[config.mk]
export PLATFORM = sky130hd
export DESIGN_NAME = dir_home_ctrl
export DESIGN_NICKNAME = d
export VERILOG_FILES = /design/src/rtl/dir_pkg.sv /design/src/rtl/dir_req_fifo.sv /design/src/rtl/dir_entry_table.sv /design/src/rtl/dir_home_ctrl.sv
export SDC_FILE = /design/constraint.sdc
export NUM_CORES = 1
export LEC_CHECK = 0
export ABC_AREA = 1
export BUFFER_PORTS_ARGS = -buffer_cell sky130_fd_sc_hd__buf_2
export CORE_MARGIN = 2
export CORE_UTILIZATION = 35
export CTS_BUF_LIST = sky130_fd_sc_hd__clkbuf_4 sky130_fd_sc_hd__clkbuf_8 sky130_fd_sc_hd__clkbuf_16
export DETAILED_ROUTE_END_ITERATION = 8
export GPL_ROUTABILITY_DRIVEN = 0
export HOLD_SLACK_MARGIN = 0.08
export PLACE_DENSITY = 0.58
export RECOVER_POWER = 100
export SETUP_SLACK_MARGIN = 0.15
export SLEW_MARGIN = 20
export SYNTH_ARGS = -nofsm -noshare
export SYNTH_HDL_FRONTEND = slang
export SYNTH_SLANG_ARGS = --single-unit
[constraint.sdc]
create_clock -name clk -period 3.8 [get_ports clk]
set_input_delay 0 -clock clk [delete_from_list [all_inputs] [get_ports clk]]
set_output_delay 0 -clock clk [all_outputs]
set_load 0.05 [all_outputs]
[src/rtl/dir_pkg.sv]
package dir_pkg;
    typedef enum logic [1:0] {
        DS_UNC = 2'd0,
        DS_SHR = 2'd1,
        DS_EXC = 2'd2
    } dir_state_e;

    typedef enum logic [2:0] {
        S_IDLE,
        S_DECIDE,
        S_INVAL,
        S_WAIT_INV,
        S_FETCH,
        S_WAIT_WB,
        S_REPLY
    } home_fsm_e;
endpackage

[src/rtl/dir_req_fifo.sv]
module dir_req_fifo #(
    parameter int W     = 8,
    parameter int DEPTH = 4
) (
    input  logic         clk,
    input  logic         rst_n,
    input  logic         push,
    input  logic [W-1:0] din,
    input  logic         pop,
    output logic [W-1:0] dout,
    output logic         full,
    output logic         empty
);
    localparam int AW = (DEPTH > 1) ? $clog2(DEPTH) : 1;

    logic [W-1:0]  slot_q [DEPTH];
    logic [AW-1:0] wr_ptr_q, rd_ptr_q;
    logic [AW:0]   cnt_q;

    assign full  = (cnt_q == (AW+1)'(DEPTH));
    assign empty = (cnt_q == '0);
    assign dout  = slot_q[rd_ptr_q];

    always_ff @(posedge clk) begin
        if (!rst_n) begin
            wr_ptr_q <= '0;
            rd_ptr_q <= '0;
            cnt_q    <= '0;
        end else begin
            if (push) begin
                slot_q[wr_ptr_q] <= din;
                wr_ptr_q <= (wr_ptr_q == AW'(DEPTH-1)) ? '0 : wr_ptr_q + 1'b1;
            end
            if (pop)
                rd_ptr_q <= (rd_ptr_q == AW'(DEPTH-1)) ? '0 : rd_ptr_q + 1'b1;
            if (push && !pop)
                cnt_q <= cnt_q + 1'b1;
            else if (pop && !push)
                cnt_q <= cnt_q - 1'b1;
        end
    end

    // the queue never takes a request beyond its depth
    p_no_overflow_r9: assert property (@(posedge clk) disable iff (!rst_n)
        push |-> (!full || pop));
    // the controller only dequeues a waiting request
    p_pop_nonempty_r9: assert property (@(posedge clk) disable iff (!rst_n)
        pop |-> !empty);
endmodule

[src/rtl/dir_entry_table.sv]
module dir_entry_table
    import dir_pkg::*;
#(
    parameter int NPROC = 4,
    parameter int NBLK  = 4,
    localparam int NW = (NPROC > 1) ? $clog2(NPROC) : 1,
    localparam int BW = (NBLK > 1) ? $clog2(NBLK) : 1
) (
    input  logic             clk,
    input  logic             rst_n,
    input  logic [BW-1:0]    rd_blk,
    output dir_state_e       rd_state,
    output logic [NPROC-1:0] rd_shr,
    output logic [NW-1:0]    rd_own,
    input  logic             wr_en,
    input  logic [BW-1:0]    wr_blk,
    input  dir_state_e       wr_state,
    input  logic [NPROC-1:0] wr_shr,
    input  logic [NW-1:0]    wr_own
);
    dir_state_e       st_q  [NBLK];
    logic [NPROC-1:0] shr_q [NBLK];
    logic [NW-1:0]    own_q [NBLK];

    assign rd_state = st_q[rd_blk];
    assign rd_shr   = shr_q[rd_blk];
    assign rd_own   = own_q[rd_blk];

    for (genvar b = 0; b < NBLK; b++) begin : g_entry
        always_ff @(posedge clk) begin
            if (!rst_n) begin
                st_q[b]  <= DS_UNC;
                shr_q[b] <= '0;
                own_q[b] <= '0;
            end else if (wr_en && wr_blk == BW'(b)) begin
                st_q[b]  <= wr_state;
                shr_q[b] <= wr_shr;
                own_q[b] <= wr_own;
            end
        end
    end

    // an Exclusive entry always records exactly one holder
    p_excl_single_r7: assert property (@(posedge clk) disable iff (!rst_n)
        (wr_en && wr_state == DS_EXC) |-> ($countones(wr_shr) == 1));
    // a Shared entry always has at least one holder
    p_shr_nonempty_r3: assert property (@(posedge clk) disable iff (!rst_n)
        (wr_en && wr_state == DS_SHR) |-> (wr_shr != '0));
endmodule

[src/rtl/dir_home_ctrl.sv]
module dir_home_ctrl
    import dir_pkg::*;
#(
    parameter int NPROC  = 4,
    parameter int NBLK   = 4,
    parameter int QDEPTH = 4,
    localparam int NW = (NPROC > 1) ? $clog2(NPROC) : 1,
    localparam int BW = (NBLK > 1) ? $clog2(NBLK) : 1,
    localparam int QW = 1 + NW + BW
) (
    input  logic             clk,
    input  logic             rst_n,
    input  logic             req_valid,
    output logic             req_ready,
    input  logic             req_write,
    input  logic [NW-1:0]    req_node,
    input  logic [BW-1:0]    req_blk,
    output logic             reply_valid,
    output logic [NW-1:0]    reply_node,
    output logic [BW-1:0]    reply_blk,
    output logic             reply_excl,
    output logic             inv_valid,
    output logic [NPROC-1:0] inv_mask,
    output logic [BW-1:0]    inv_blk,
    output logic             fetch_valid,
    output logic [NW-1:0]    fetch_node,
    output logic [BW-1:0]    fetch_blk,
    output logic             fetch_inval,
    input  logic             rsp_valid,
    input  logic [NW-1:0]    rsp_node
);
    home_fsm_e state_q, state_d;

    logic             q_push, q_pop, q_full, q_empty;
    logic [QW-1:0]    q_dout;
    logic             cur_write;
    logic [NW-1:0]    cur_node;
    logic [BW-1:0]    cur_blk;
    logic [NPROC-1:0] pend_q, pend_d, pend_n;
    logic [NPROC-1:0] req_bit, rsp_bit, others;

    dir_state_e       ent_state, wr_state;
    logic [NPROC-1:0] ent_shr, wr_shr;
    logic [NW-1:0]    ent_own, wr_own;
    logic             tbl_wr;
    logic             owner_rsp;

    assign req_ready = !q_full;
    assign q_push    = req_valid && !q_full;
    assign q_pop     = (state_q == S_IDLE) && !q_empty;

    dir_req_fifo #(.W(QW), .DEPTH(QDEPTH)) req_q_i (
        .clk   (clk),
        .rst_n (rst_n),
        .push  (q_push),
        .din   ({req_write, req_node, req_blk}),
        .pop   (q_pop),
        .dout  (q_dout),
        .full  (q_full),
        .empty (q_empty)
    );

    dir_entry_table #(.NPROC(NPROC), .NBLK(NBLK)) table_i (
        .clk      (clk),
        .rst_n    (rst_n),
        .rd_blk   (cur_blk),
        .rd_state (ent_state),
        .rd_shr   (ent_shr),
        .rd_own   (ent_own),
        .wr_en    (tbl_wr),
        .wr_blk   (cur_blk),
        .wr_state (wr_state),
        .wr_shr   (wr_shr),
        .wr_own   (wr_own)
    );

    always_comb begin
        req_bit = '0;
        req_bit[cur_node] = 1'b1;
        rsp_bit = '0;
        if (rsp_valid) rsp_bit[rsp_node] = 1'b1;
    end

    assign others    = ent_shr & ~req_bit;
    assign pend_n    = pend_q & ~rsp_bit;
    assign owner_rsp = rsp_valid && (rsp_node == ent_own);

    // next-state logic
    always_comb begin
        state_d = state_q;
        pend_d  = pend_n;
        unique case (state_q)
            S_IDLE:   if (!q_empty) state_d = S_DECIDE;
            S_DECIDE: begin
                pend_d = '0;
                unique case (ent_state)
                    DS_UNC: state_d = S_REPLY;
                    DS_SHR: begin
                        if (cur_write && others != '0) begin
                            pend_d  = others;
                            state_d = S_INVAL;
                        end else begin
                            state_d = S_REPLY;
                        end
                    end
                    default: state_d = (ent_own == cur_node) ? S_REPLY : S_FETCH;
                endcase
            end
            S_INVAL:    state_d = (pend_n == '0) ? S_REPLY : S_WAIT_INV;
            S_WAIT_INV: if (pend_n == '0) state_d = S_REPLY;
            S_FETCH:    state_d = owner_rsp ? S_REPLY : S_WAIT_WB;
            S_WAIT_WB:  if (owner_rsp) state_d = S_REPLY;
            S_REPLY:    state_d = S_IDLE;
            default:    state_d = S_IDLE;
        endcase
    end

    // state register
    always_ff @(posedge clk) begin
        if (!rst_n) state_q <= S_IDLE;
        else        state_q <= state_d;
    end

    // transaction registers
    always_ff @(posedge clk) begin
        if (!rst_n) begin
            cur_write <= 1'b0;
            cur_node  <= '0;
            cur_blk   <= '0;
            pend_q    <= '0;
        end else begin
            if (q_pop) {cur_write, cur_node, cur_blk} <= q_dout;
            pend_q <= pend_d;
        end
    end

    // outputs
    always_comb begin
        reply_valid = 1'b0;
        inv_valid   = 1'b0;
        fetch_valid = 1'b0;
        tbl_wr      = 1'b0;
        wr_state    = DS_SHR;
        wr_shr      = ent_shr | req_bit;
        wr_own      = ent_own;
        unique case (state_q)
            S_INVAL: inv_valid   = 1'b1;
            S_FETCH: fetch_valid = 1'b1;
            S_REPLY: begin
                reply_valid = 1'b1;
                tbl_wr      = 1'b1;
                if (cur_write) begin
                    wr_state = DS_EXC;
                    wr_shr   = req_bit;
                    wr_own   = cur_node;
                end
            end
            default: ;
        endcase
    end

    assign reply_node  = cur_node;
    assign reply_blk   = cur_blk;
    assign reply_excl  = cur_write;
    assign inv_mask    = pend_q;
    assign inv_blk     = cur_blk;
    assign fetch_node  = ent_own;
    assign fetch_blk   = cur_blk;
    assign fetch_inval = cur_write;

    // one outgoing message per cycle
    p_one_msg_r10: assert property (@(posedge clk) disable iff (!rst_n)
        $onehot0({reply_valid, inv_valid, fetch_valid}));
    // invalidation spares the requester and names at least one node
    p_inv_target_r10: assert property (@(posedge clk) disable iff (!rst_n)
        inv_valid |-> (!inv_mask[cur_node] && inv_mask != '0));
    // no grant while acknowledgements are still owed
    p_reply_after_acks_r4: assert property (@(posedge clk) disable iff (!rst_n)
        reply_valid |-> (pend_q == '0));
    // a recall never goes to the requester
    p_fetch_target_r10: assert property (@(posedge clk) disable iff (!rst_n)
        fetch_valid |-> (fetch_node != cur_node));
    // a recall completes only on the owner's response
    p_wb_owner_r8: assert property (@(posedge clk) disable iff (!rst_n)
        (state_q == S_WAIT_WB && !owner_rsp) |=> (state_q == S_WAIT_WB));
endmodule

==> summary.md, run 1 <==
| Metric | Value |
|---|---|
| Critical Path AT | `2.91 ns` |
| Final min period | `2.84 ns` |
| Kind of critical path | `flip-flop to flip-flop` |
| Starting Density | `35.8%` |
| Initial antenna violation count | `0` |
| Crit. End Element | `flip-flop` |
| CTS H-tree depth | `3` |
| First-pass GRT wire length | `12,600 µm` |
| Setup violators final | `0` |
| Chip Height | `104 µm` |
| Top Ports | `31` |
| Core outline area | `9730 µm²` |
| Largest net degree at the start of global routing | `23` |
| Synth warn | `0` |
| CTS tree | `done` |
| Gr ovfl total | `0` |
| Synth Area in XOR/XNOR | `0%` |
| Synth area leader | `edfxtp_1` |
| Top delay family on crit path | `simple AND/OR/NAND/NOR gates` |
| Status | `complete, no violations` |
| Area of the mapped netlist | `3480 µm²` |
| Setup Skew | `0.00809 ns` |
| VDD IR max | `0.370 mV` |
| Synth top area cells | `edfxtp_1, nand2_1, dfxtp_1` |
| CP bufs+invs | `3` |
| Lkg Pwr | `1.58 nW` |
| Net load switching power | `1.37 mW` |
| Mux contribution to synthesized area | `0%` |
| Die area | `10,800 µm²` |
| N_diodes | `0` |
| GRT Resource Usage Total | `14.7%` |
| Final nets | `462` |
| Worst stage delay on the critical path | `0.70 ns` |
| Critical Path Start Type | `flip-flop` |
| Largest family of logic cells by synthesized area | `simple AND/OR/NAND/NOR gates` |
| Least-Margin Pin Slew | `1.02 ns` |
| Synth Area in Adders | `2.73%` |
| Unique masters post-synth | `28` |
| Crit path required time | `3.88 ns` |
| Largest fanout on the critical path | `7` |
| Sequential power share | `36.2%` |
| Vias per cell | `4.67` |
| Fmax | `353 MHz` |
| Critical path's slowest cell | `nor3_1` |
| Share of cells above drive strength 1 | `7.13%` |
| Setup TNS | `0 ns` |
| Clock tree buffer depth | `2` |
| #FFs+latches synth | `71` |
| Sw frac | `47.0%` |
| Combinational Power Share | `43.2%` |
| Max_cap viols | `0` |
| Synth Instances | `402` |
| Hold Crit Class | `primary input to flip-flop` |
| Fill count | `1,046` |
| Sink Count | `71` |
| Initial DRT Pass Iterations | `4` |
| Placed Cells | `555` |
| Synthesis-to-layout area growth | `13.7%` |
| Compound-cell area share of the yosys netlist | `10.1%` |
| Mean post-synth cell area | `8.66 µm²` |
| Clock Pin Slew Worst Setup and Hold Paths | `0.07 ns` |
| Simple-Gate Fraction of Synth Area | `24.6%` |
| Final Hold Fails | `0` |
| Dpl hpwl | `5520 µm` |
| Crit path cell chain | `inv_1 -> nor3_1 -> clkinv_1 -> nor2_1 -> inv_1 -> a21boi_0 -> nor2_1` |
| Die Span X | `104 µm` |
| Sequential share of the synthesized area | `55.8%` |
| Final Max Tran Viols | `0` |
| Clock share of power | `20.5%` |
| DRT antenna net count | `0` |
| Mean routed wirelength per cell | `13.0 µm` |
| Total power draw | `2.92 mW` |
| Relative slew slack | `31.8%` |
| # rows | `36` |
| PortBufs | `30` |
| CTS root buf | `clkbuf_8` |
| RSZ-0062 raised after global routing | `false` |
| Pwr/cell area | `738 nW/µm²` |
| Tcrit/Tclk final | `74.6%` |
| Clk_lat worst skew | `0.35 ns` |
| Synth Net Count | `420` |
| Detailed Route Iter0 Violations | `124` |
| Vias in the first global route | `2,738` |
| Vias | `2,717` |
| Top cell type's share of synthesized area | `44.9%` |
| Routed wire length | `7560 µm` |
| TritonCTS buffer count | `9` |
| Int Pwr | `1.55 mW` |
| Post-route DRC | `0` |
| Final cell count without fillers | `582` |
==> power groups by stage <==
stage | combinational, mW | clock, mW | sequential, mW
floorplan | 1.01 | 0 | 1.14
global placement | 1.30 | 0 | 1.07
detailed placement | 1.31 | 0 | 1.08
CTS | 1.32 | 0.615 | 1.06
global route | 1.43 | 0.645 | 1.08
finish | 1.26 | 0.600 | 1.06
==> state kept, by name, indices dropped and copies added (netlist names) <==
register,cells
req_q_i.slot_q,20
table_i.shr_q,16
table_i.own_q,8
table_i.st_q,8
inv_mask,4
req_q_i.cnt_q,3
state_q,3
fetch_blk,2
reply_node,2
req_q_i.rd_ptr_q,2
req_q_i.wr_ptr_q,2
fetch_inval,1
==> worst paths after layout <==
path                                  from                                 to  slack [ns]  cells past startpoint
max                state_q[2]$_SDFFE_PN0P_  table_i.shr_q[1][2]$_SDFFCE_PN0P_        0.96                      7
max reg2reg        state_q[2]$_SDFFE_PN0P_  table_i.shr_q[1][2]$_SDFFCE_PN0P_        0.96                      7
min                            rsp_node[0]             inv_mask[0]$_SDFF_PN0_        0.14                      3
min reg2reg  req_q_i.cnt_q[2]$_SDFFE_PN0P_      req_q_i.cnt_q[2]$_SDFFE_PN0P_        0.49                      2
==> kinds of logic (layout without fill, tap and decap cells) <==
| group | after synthesis | count (layout) |
|---|---|---|
| buffers and inverters | 50 | 97 |
| adder cells (fa/ha/maj) | 7 | 7 |
| AND/OR/NAND/NOR | 209 | 209 |
| flip-flops | 71 | 71 |
| AO/OA/AOI/OAI | 65 | 65 |
==> per-stage QoR <==
stage	hold slack [ns]	worst slack (ns)	utilization (%)	area (µm²)
floorplan	0.0989	1.58	-	3480
global placement	0.215	1.39	38.3	3730
detailed placement	0.223	1.27	38.3	3730
CTS	0.126	1.27	41.5	4030
global route	0.180	0.666	40.7	3960
finish	0.142	0.964	40.7	3960
==> what timing repair did <==
item                                   CTS  global route
hold buffers                            11             0
endpoints found under the hold margin   33             0
gates resized for setup                  0             0
setup buffers                            0             0
==> Yosys cell counts <==
master / instances
nand2_1: 108
nor2_1: 66
edfxtp_1: 52
inv_1: 32
o21ai_0: 32
a21oi_1: 23
dfxtp_1: 19
nand3_1: 19
nand2_2: 7
buf_4: 6
ha_1: 6
a31oi_1: 5
buf_6: 3
clkbuf_1: 3
inv_2: 3
nor2_2: 3
a21oi_2: 2
nand4_1: 2
nor3_1: 2
a211oi_1: 1
a21boi_2: 1
buf_1: 1
buf_2: 1
fa_1: 1
inv_4: 1
nor3_4: 1
o21ai_2: 1
or2_2: 1
==> cell usage in the layout, fill, tap and decap left out, drive strengths merged <==
cell,count
nand2,115
nor2,69
edfxtp,52
clkbuf,37
inv,36
o21ai,33
a21oi,25
nand3,19
dfxtp,19
dlygate4sd3,11
ha,6
buf,6
a31oi,5
clkinv,4
nor3,3
nand4,2
clkinvlp,2
a21boi,1
or2,1
a211oi,1
fa,1
bufinv,1
==> metal layers <==
metal,vias up,global-route usage [%],part of all wire (%)
met3,11,4.15,3.0
li1,1410,-,-
met5,-,0,0
met2,39,27.5,51
met1,1257,16.2,44
met4,0,4.25,1.5
==> worst register-to-register path, stage by stage (launching register included) <==
cell,delay [ns]
dfxtp_1,0.37
inv_1,0.09
nor3_1,0.70
clkinv_1,0.32
nor2_1,0.33
inv_1,0.15
a21boi_0,0.50
nor2_1,0.10
==> cell type report <==
type	instances	area, µm²	area share [%]
Tap cell	133	166	4.21
Clock inverter	7	71.3	1.80
Inverter	36	138	3.48
Timing Repair Buffer	45	245	6.20
Clock buffer	9	124	3.13
Sequential cell	71	1940	49.1
Multi-Input combinational cell	281	1270	32.1
No activity file was read; power rests on OpenSTA's default activity.
==> run 2: changes to the inputs <==
Clock period 3.8 ns to 2.8 ns, I/O delays scaled along.
==> summary.md, run 2 (synthesis results as in run 1) <==
| Metric | Value |
|---|---|
| Kind of critical path | `flip-flop to output pin` |
| Sw frac | `46.9% (about the same)` |
| Initial antenna violation count | `0 (unchanged)` |
| Largest regs | `req_q_i.slot_q x20, table_i.shr_q x16` |
| Tcrit/Tclk final | `87.1%` |
| Final Max Tran Viols | `0 (unchanged)` |
| Mean routed wirelength per cell | `12.9 µm (-0.98%)` |
| Pwr/cell area | `1010 nW/µm² (+37%)` |
| GRT Resource Usage Total | `14.8% (+0.12 points)` |
| Largest fanout on the critical path | `12 (+5)` |
| R2R cell count | `7 (unchanged)` |
| CTS root buf | `clkbuf_8` |
| Setup bufs post-CTS | `0 (unchanged)` |
| Int Pwr | `2.12 mW (+37%)` |
| PortBufs | `30 (unchanged)` |
| Share of cells above drive strength 1 | `8.48% (+1.4 points)` |
| Final min period | `2.44 ns` |
| Chip Height | `104 µm (unchanged)` |
| # rows | `36 (unchanged)` |
| Lkg Pwr | `1.58 nW (+0.23%)` |
| Vias in the first global route | `2,668 (-2.6%)` |
| Final Hold Fails | `0 (unchanged)` |
| Core outline area | `9730 µm² (unchanged)` |
| Critical Path AT | `2.44 ns (-0.47 ns)` |
| Sink Count | `71 (unchanged)` |
| Vias per cell | `4.65 (-0.49%)` |
| Starting Density | `35.8% (unchanged)` |
| CTS H-tree depth | `3 (unchanged)` |
| First-pass GRT wire length | `12,700 µm (+0.94%)` |
| Post-CTS sizing | `0 (unchanged)` |
| Post-route DRC | `0 (unchanged)` |
| Die Span X | `104 µm (unchanged)` |
| Gr ovfl total | `0 (unchanged)` |
| Leading cell type in the layout, fill and taps excluded | `nand2_1` |
| Crit path required time | `2.80 ns (-1.08 ns)` |
| Combinational Power Share | `43.2% (about the same)` |
| Clock share of power | `20.3% (-0.2 points)` |
| Clock Pin Slew Worst Setup and Hold Paths | `0.07 ns (about the same)` |
| Synthesis-to-layout area growth | `13.7% (about the same)` |
| Final nets | `461 (-0.22%)` |
| Setup Skew | `0.0103 ns (+0.00222 ns)` |
| Least-Margin Pin Slew | `0.911 ns (-0.112 ns)` |
| Crit. End Element | `output pin` |
| CTS tree | `done` |
| Top Ports | `31 (unchanged)` |
| Sequential power share | `36.4% (+0.2 points)` |
| Hold bufs inserted after CTS | `9 (-2)` |
| Vias | `2,699 (-0.66%)` |
| Most frequent cells in the layout | `nand2_1, nor2_1, edfxtp_1` |
| VDD IR max | `0.424 mV (+15%)` |
| Net load switching power | `1.87 mW (+37%)` |
| Max_cap viols | `0 (unchanged)` |
| Routed wire length | `7470 µm (-1.2%)` |
| Clock tree buffer depth | `2 (unchanged)` |
| TritonCTS buffer count | `9 (unchanged)` |
| Largest net degree at the start of global routing | `23 (unchanged)` |
| Hold Crit Class | `primary input to flip-flop` |
| Critical Path Start Type | `flip-flop` |
| Biggest register | `req_q_i.slot_q` |
| Clk_lat worst skew | `0.35 ns (about the same)` |
| DRT antenna net count | `0 (unchanged)` |
| Fmax | `410 MHz` |
| Dpl hpwl | `5480 µm (-0.57%)` |
| Max reg flops | `20 (unchanged)` |
| RSZ-0062 raised after global routing | `false` |
| WHS Path Cells | `4 (+1)` |
| Die area | `10,800 µm² (unchanged)` |
| Detailed Route Iter0 Violations | `167 (+35%)` |
| N_diodes | `0 (unchanged)` |
| Hold slack | `0.0981 ns (-0.0441 ns)` |
| Status | `complete, no violations` |
| Initial DRT Pass Iterations | `5 (+1)` |
| Setup TNS | `0 ns (unchanged)` |
| Setup violators final | `0 (unchanged)` |
| Relative slew slack | `38.8% (+7.0 points)` |
run 2: final cells by class:
type	instances	area, µm²
inverter	36	138
fill	1036	5770
timing repair buffer	44	240
clock buffer	9	124
clock inverter	7	71.3
multi-input combinational	281	1280
tap	133	166
sequential	71	1940
run 2: metrics by stage:
step / util (%) / power, mW / worst slack [ns] / std cells / area (µm²)
finish: 40.7 / 3.99 / 0.360 / 581 / 3960
global route: 40.7 / 4.31 / 0.146 / 581 / 3960
CTS: 41.3 / 4.09 / 0.593 / 581 / 4020
detailed placement: 38.4 / 3.27 / 0.603 / 556 / 3740
global placement: 38.4 / 3.24 / 0.646 / 556 / 3740
floorplan: - / 2.91 / 0.585 / 402 / 3480
run 2: critical path: stages (launching register included):
cell and delay (ns):
dfxtp_1 0.60, clkbuf_1 0.50, nand2_1 0.09, nand2_1 0.09, nand2_1 0.12, nand2_2 0.17
clkbuf_1 0.50
run 2: power by group through the flow:
stage          sequential (mW)  combinational [mW]  clock (mW)
3_3_place_gp              1.48                1.76           0
6_report                  1.45                1.73       0.811
5_1_grt                   1.49                1.94       0.878
2_1_floorplan             1.54                1.37           0
4_1_cts                   1.46                1.80       0.829
3_5_place_dp              1.48                1.78           0
run 2: path summary, 6_finish.rpt:
check	to	startpoint	slack, ns
worst max-delay path	fetch_node[0]	fetch_blk[0]$_SDFFE_PN0P_	0.36
worst min-delay path	inv_mask[2]$_SDFF_PN0_	rsp_valid	0.1
worst max register to register	table_i.shr_q[3][2]$_SDFFCE_PN0P_	state_q[2]$_SDFFE_PN0P_	0.42
worst min register to register	req_q_i.cnt_q[2]$_SDFFE_PN0P_	req_q_i.cnt_q[2]$_SDFFE_PN0P_	0.49
run 2: metal layers:
metal,share of wire (%),GRT usage (%)
met1,44,17.6
met2,51,26.0
met3,4.0,4.78
met4,1.6,3.86
met5,0,0
